**config.mk**
```make
export PLATFORM = sky130hd
export DESIGN_NAME = count_stream_src
export DESIGN_NICKNAME = d
export VERILOG_FILES = /design/src/rtl/csrc_pkg.sv /design/src/rtl/csrc_ctrl.sv /design/src/rtl/csrc_datapath.sv /design/src/rtl/count_stream_src.sv
export SDC_FILE = /design/constraint.sdc
export NUM_CORES = 1
export LEC_CHECK = 0
export ABC_AREA = 1
export BUFFER_PORTS_ARGS = -buffer_cell sky130_fd_sc_hd__clkbuf_2
export CORE_UTILIZATION = 61
export CTS_BUF_LIST = sky130_fd_sc_hd__clkbuf_16
export CTS_CLUSTER_DIAMETER = 100
export DETAILED_ROUTE_END_ITERATION = 12
export PLACE_DENSITY = 0.95
export SETUP_SLACK_MARGIN = 0.2
export SLEW_MARGIN = 20
export SYNTH_ARGS = -nofsm -noshare
export SYNTH_HDL_FRONTEND = slang
export SYNTH_SLANG_ARGS = --single-unit
```
**constraint.sdc**
```tcl
create_clock -name clk -period 4 [get_ports clk]
set_input_delay 0.4 -clock clk [delete_from_list [all_inputs] [get_ports clk]]
set_output_delay 0.4 -clock clk [all_outputs]
set_load 0.005 [all_outputs]
```
**src/rtl/csrc_pkg.sv**
```systemverilog
package csrc_pkg;
  typedef struct packed {
    logic load;     // capture limit, restart count at 0
    logic advance;  // non-final beat accepted
    logic finish;   // final beat accepted
  } strobe_t;
endpackage

```
**src/rtl/csrc_ctrl.sv**
```systemverilog
module csrc_ctrl
  import csrc_pkg::*;
(
  input  logic    clk,
  input  logic    rst,
  input  logic    start,
  input  logic    limitNonZero,
  input  logic    tready,
  input  logic    isLast,
  output strobe_t strobes,
  output logic    busy
);
  always_comb begin
    strobes.load    = !busy && start && limitNonZero;
    strobes.advance = busy && tready && !isLast;
    strobes.finish  = busy && tready && isLast;
  end

  always_ff @(posedge clk) begin
    if (rst)                busy <= 1'b0;
    else if (strobes.load)  busy <= 1'b1;
    else if (strobes.finish) busy <= 1'b0;
  end
endmodule

```
**src/rtl/csrc_datapath.sv**
```systemverilog
module csrc_datapath
  import csrc_pkg::*;
#(
  parameter int DATA_W = 32,
  parameter int LIM_W  = 16
) (
  input  logic              clk,
  input  logic              rst,
  input  strobe_t           strobes,
  input  logic [LIM_W-1:0]  limit,
  output logic [DATA_W-1:0] count,
  output logic              isLast
);
  logic [LIM_W-1:0]  limReg;
  logic [DATA_W-1:0] limExt;
  logic [DATA_W-1:0] countPlus2;

  assign limExt     = DATA_W'(limReg);
  assign countPlus2 = count + DATA_W'(2);

  always_ff @(posedge clk) begin
    if (rst) begin
      count  <= '0;
      limReg <= '0;
      isLast <= 1'b0;
    end else if (strobes.load) begin
      count  <= '0;
      limReg <= limit;
      isLast <= (limit == LIM_W'(1));
    end else if (strobes.advance) begin
      count  <= count + DATA_W'(1);
      isLast <= (countPlus2 == limExt);
    end else if (strobes.finish) begin
      isLast <= 1'b0;
    end
  end
endmodule

```
**src/rtl/count_stream_src.sv**
```systemverilog
module count_stream_src
  import csrc_pkg::*;
#(
  parameter int DATA_W = 32,
  parameter int LIM_W  = 16
) (
  input  logic              clk,
  input  logic              rst,
  input  logic              start,
  input  logic [LIM_W-1:0]  limit,
  input  logic              tready,
  output logic [DATA_W-1:0] tdata,
  output logic              tvalid,
  output logic              tlast
);
  strobe_t strobes;
  logic    busy;
  logic    isLast;
  logic    limitNonZero;

  assign limitNonZero = (limit != '0);

  csrc_ctrl u_ctrl (
    .clk(clk), .rst(rst), .start(start), .limitNonZero(limitNonZero),
    .tready(tready), .isLast(isLast), .strobes(strobes), .busy(busy)
  );

  csrc_datapath #(.DATA_W(DATA_W), .LIM_W(LIM_W)) u_dp (
    .clk(clk), .rst(rst), .strobes(strobes), .limit(limit),
    .count(tdata), .isLast(isLast)
  );

  assign tvalid = busy;
  assign tlast  = isLast;
endmodule

```
==> flow_summary.ini <==
[outcome]
status = finished, final reports clean

[layout]
n_antenna_cell = 0
finish.utilization = 0.727
post_route_cells_drive_above_1_share = 0.146
stdcell_area_um2 = 3740
final_nets = 617
syn_to_final_growth_pct = 14.7
nFillCells = 459

[yosys]
muxShareOfSynthArea = 0
synthFlopType = dfxtp_1
syn_inst = 542
ys_seq_area_frac = 0.307
synth.most_common_cell = nand2_1
synthesis.nets = 564
synth_top_family_by_area = simple AND/OR/NAND/NOR gates
syn_area_um2 = 3260
synth-xor-area-share = 0.0430
synth_common_cells = nand2_1, nor2_1, inv_1
synth-compound-area-share = 0.106
postSynthAreaPerCell_um2 = 6.01
synthSimpleGateAreaFrac = 0.444
synth_top_area_cell = dfxtp_1
ys_ff_latch = 50
synth_area_leaders = dfxtp_1, nand2_1, nor2_1, inv_1, nand3_1
synth-edff-count = 0
ys_warn_count = 0
yosysTopAreaCellShare = 0.307
synthAdderAreaFrac = 0.00768
synth_cell_types = 33
ys_async_sr_fraction = 0

[die]
ioPinCount = 54
die_w_um = 75.1
core.rowCount = 26
die_h_um = 75.1
initial_core_util = 0.634
dieArea_um2 = 5640
fp.coreArea_um2 = 5140

[power_and_ir_drop]
ir_drop_mv = 0.222
power_mw = 1.10
power_per_cell_area_nw_per_um2 = 293
power.leakage_nw = 1.62

[setup_path]
r2r_slack_ps = 1630
cp_max_fo = 7
reg2regPathDepth = 11
start_kind = flip-flop
r2r-end = u_dp.isLast
r2r-start = u_dp.count[1]
path_buf_inv = 0
worstPathCellList = ha_1 -> nand3_2 -> nor2_4 -> nand3_1 -> o21ai_0 -> nand2_1 -> nor2_1 -> nand2_1 -> nor2_1 -> nand4_1 -> a21oi_1
cp.depth = 11
crit_arrival_ps = 2590
path_class = reg -> reg
slowest_stage = dfxtp_1
cp_top_family = simple AND/OR/NAND/NOR gates
cp.required_ps = 4230
end_kind = flip-flop
max_stage_delay_ps = 490

[global_route]
gr-total-overflow = 0
track_usage = 0.350
grt_pass1_wl_um = 14600
first_global_vias = 3187
antenna_found_initial = 0
grt_max_degree = 31

[sta]
finalCritPeriodShare = 0.592
fmax_mhz = 422
rsz0062_at_grt = no
report.final.slew_viol_count = 0
worst_pin_slew_ps = 816
period_needed_ps = 2370
max-slew-margin-rel = 0.455
hold_viol = 0
fin_tns_setup_ps = 0
finalSetupViolations = 0
skew_ps = 4.65

[route]
via_count = 3640
routed_wl_um = 9380
drc = 0
viasPerCell = 5.47
drtIter0Drc = 447
dr.pass1.iters = 5
ant_nets = 0
wl_per_cell_um = 14.1

[min_path]
min_to = u_ctrl.busy
worstHoldPathType = in -> reg
min_from = rst
worstHoldPathCells = 2

[place]
port-buffer-count = 53
dp_hpwl_um = 7200
gp_congestion = 0.970
post_dp_cell_area_um2 = 3580

[cts]
clk_pin_slew_ps = 70
cts_setup_buffers = 0
post_cts_resized = 0
cts.sinks = 50
tritoncts = done
clk_latency_ps = 290
ctsHoldBuffers = 0
clock_path_buffers = 2
cts_buffers = 5
cts-root-buf = clkbuf_16
h-tree-depth = 2

[job]
maxCapViolCount = 0
## cells by family after synthesis
kind of cell,Yosys count
AOI/OAI and AO/OA,67
xor gates and xnor gates,16
adders and majority gates,2
buffers and inverters,78
DFF,50
and+or+nand+nor,329
## layout make-up
class	count	area, um2	share of cell area
clock buffer	5	125	0.0335
sequential	50	1000	0.268
tap	70	87.6	0.0234
timing repair buffer	53	265	0.0710
inverter	71	267	0.0713
multi-input combinational	414	1960	0.524
clock inverter	2	33.8	0.00904
## through the flow
stage / setup WS, ps / hold slack, ps / cells
6_report: 1630 / 332 / 665
5_1_grt: 1460 / 343 / 665
4_1_cts: 1690 / 341 / 665
3_5_place_dp: 1570 / 465 / 658
3_3_place_gp: 1650 / 454 / 658
2_1_floorplan: 2220 / 443 / 542
## placed cells by master, fill, tap and decap left out
master and count:
dfxtp_1 50, nand4_1 8, or2_2 1, o211ai_1 1
nor3_1 7, nand3_2 2, clkbuf_2 53, nand3b_1 1
inv_1 67, clkinv_1 2, ha_1 2, nor2_4 4
nor2_8 1, nor3_4 1, nor3b_1 1, nand2_2 3
nor2_1 78, o21ai_0 29, bufinv_16 1, nor2_2 11
o21bai_1 1, a211oi_1 2, o21ai_1 1, inv_2 3
xor2_1 12, a31oi_1 1, nand2_4 2, clkbuf_16 5
nand3_1 38, nand2_1 169, a21oi_1 32, xnor2_1 4
nor4_1 2
## worst register-to-register path: stages, from the launching register on
cell	delay [ps]
dfxtp_1	490
ha_1	340
nand3_2	210
nor2_4	190
nand3_1	150
o21ai_0	170
nand2_1	100
nor2_1	110
nand2_1	60
nor2_1	160
nand4_1	190
a21oi_1	160
## state kept, by name (all words and copies together) (netlist names)
register and flops:
u_dp.limReg 16, u_dp.isLast 1, u_ctrl.busy 1, u_dp.count 32
## worst max-delay path by stage
stage	start	endpoint	slack [ps]
2_1_floorplan	u_dp.count[1]	u_dp.isLast	2220
3_3_place_gp	limit[10]	u_dp.limReg[7]	1650
3_5_place_dp	limit[10]	u_dp.limReg[7]	1570
4_1_cts	u_dp.count[1]	u_dp.isLast	1690
5_1_grt	u_dp.count[1]	u_dp.isLast	1460
6_report	u_dp.count[1]	u_dp.isLast	1630
## per-layer routing
metal	vias up	global-route usage	part of all wire
met2	191	0.583	0.46
met4	0	0.214	0.052
met5	-	0	0
met1	1592	0.421	0.41
met3	38	0.0589	0.072
li1	1819	-	-
## report_power, final
| group | total (mW) | switching, mW | internal (mW) |
|---|---|---|---|
| combinational | 0.0972 | 0.0632 | 0.0340 |
| clock | 0.475 | 0.185 | 0.290 |
| sequential | 0.524 | 0.0103 | 0.514 |
Power figures use the tool's default switching activity.
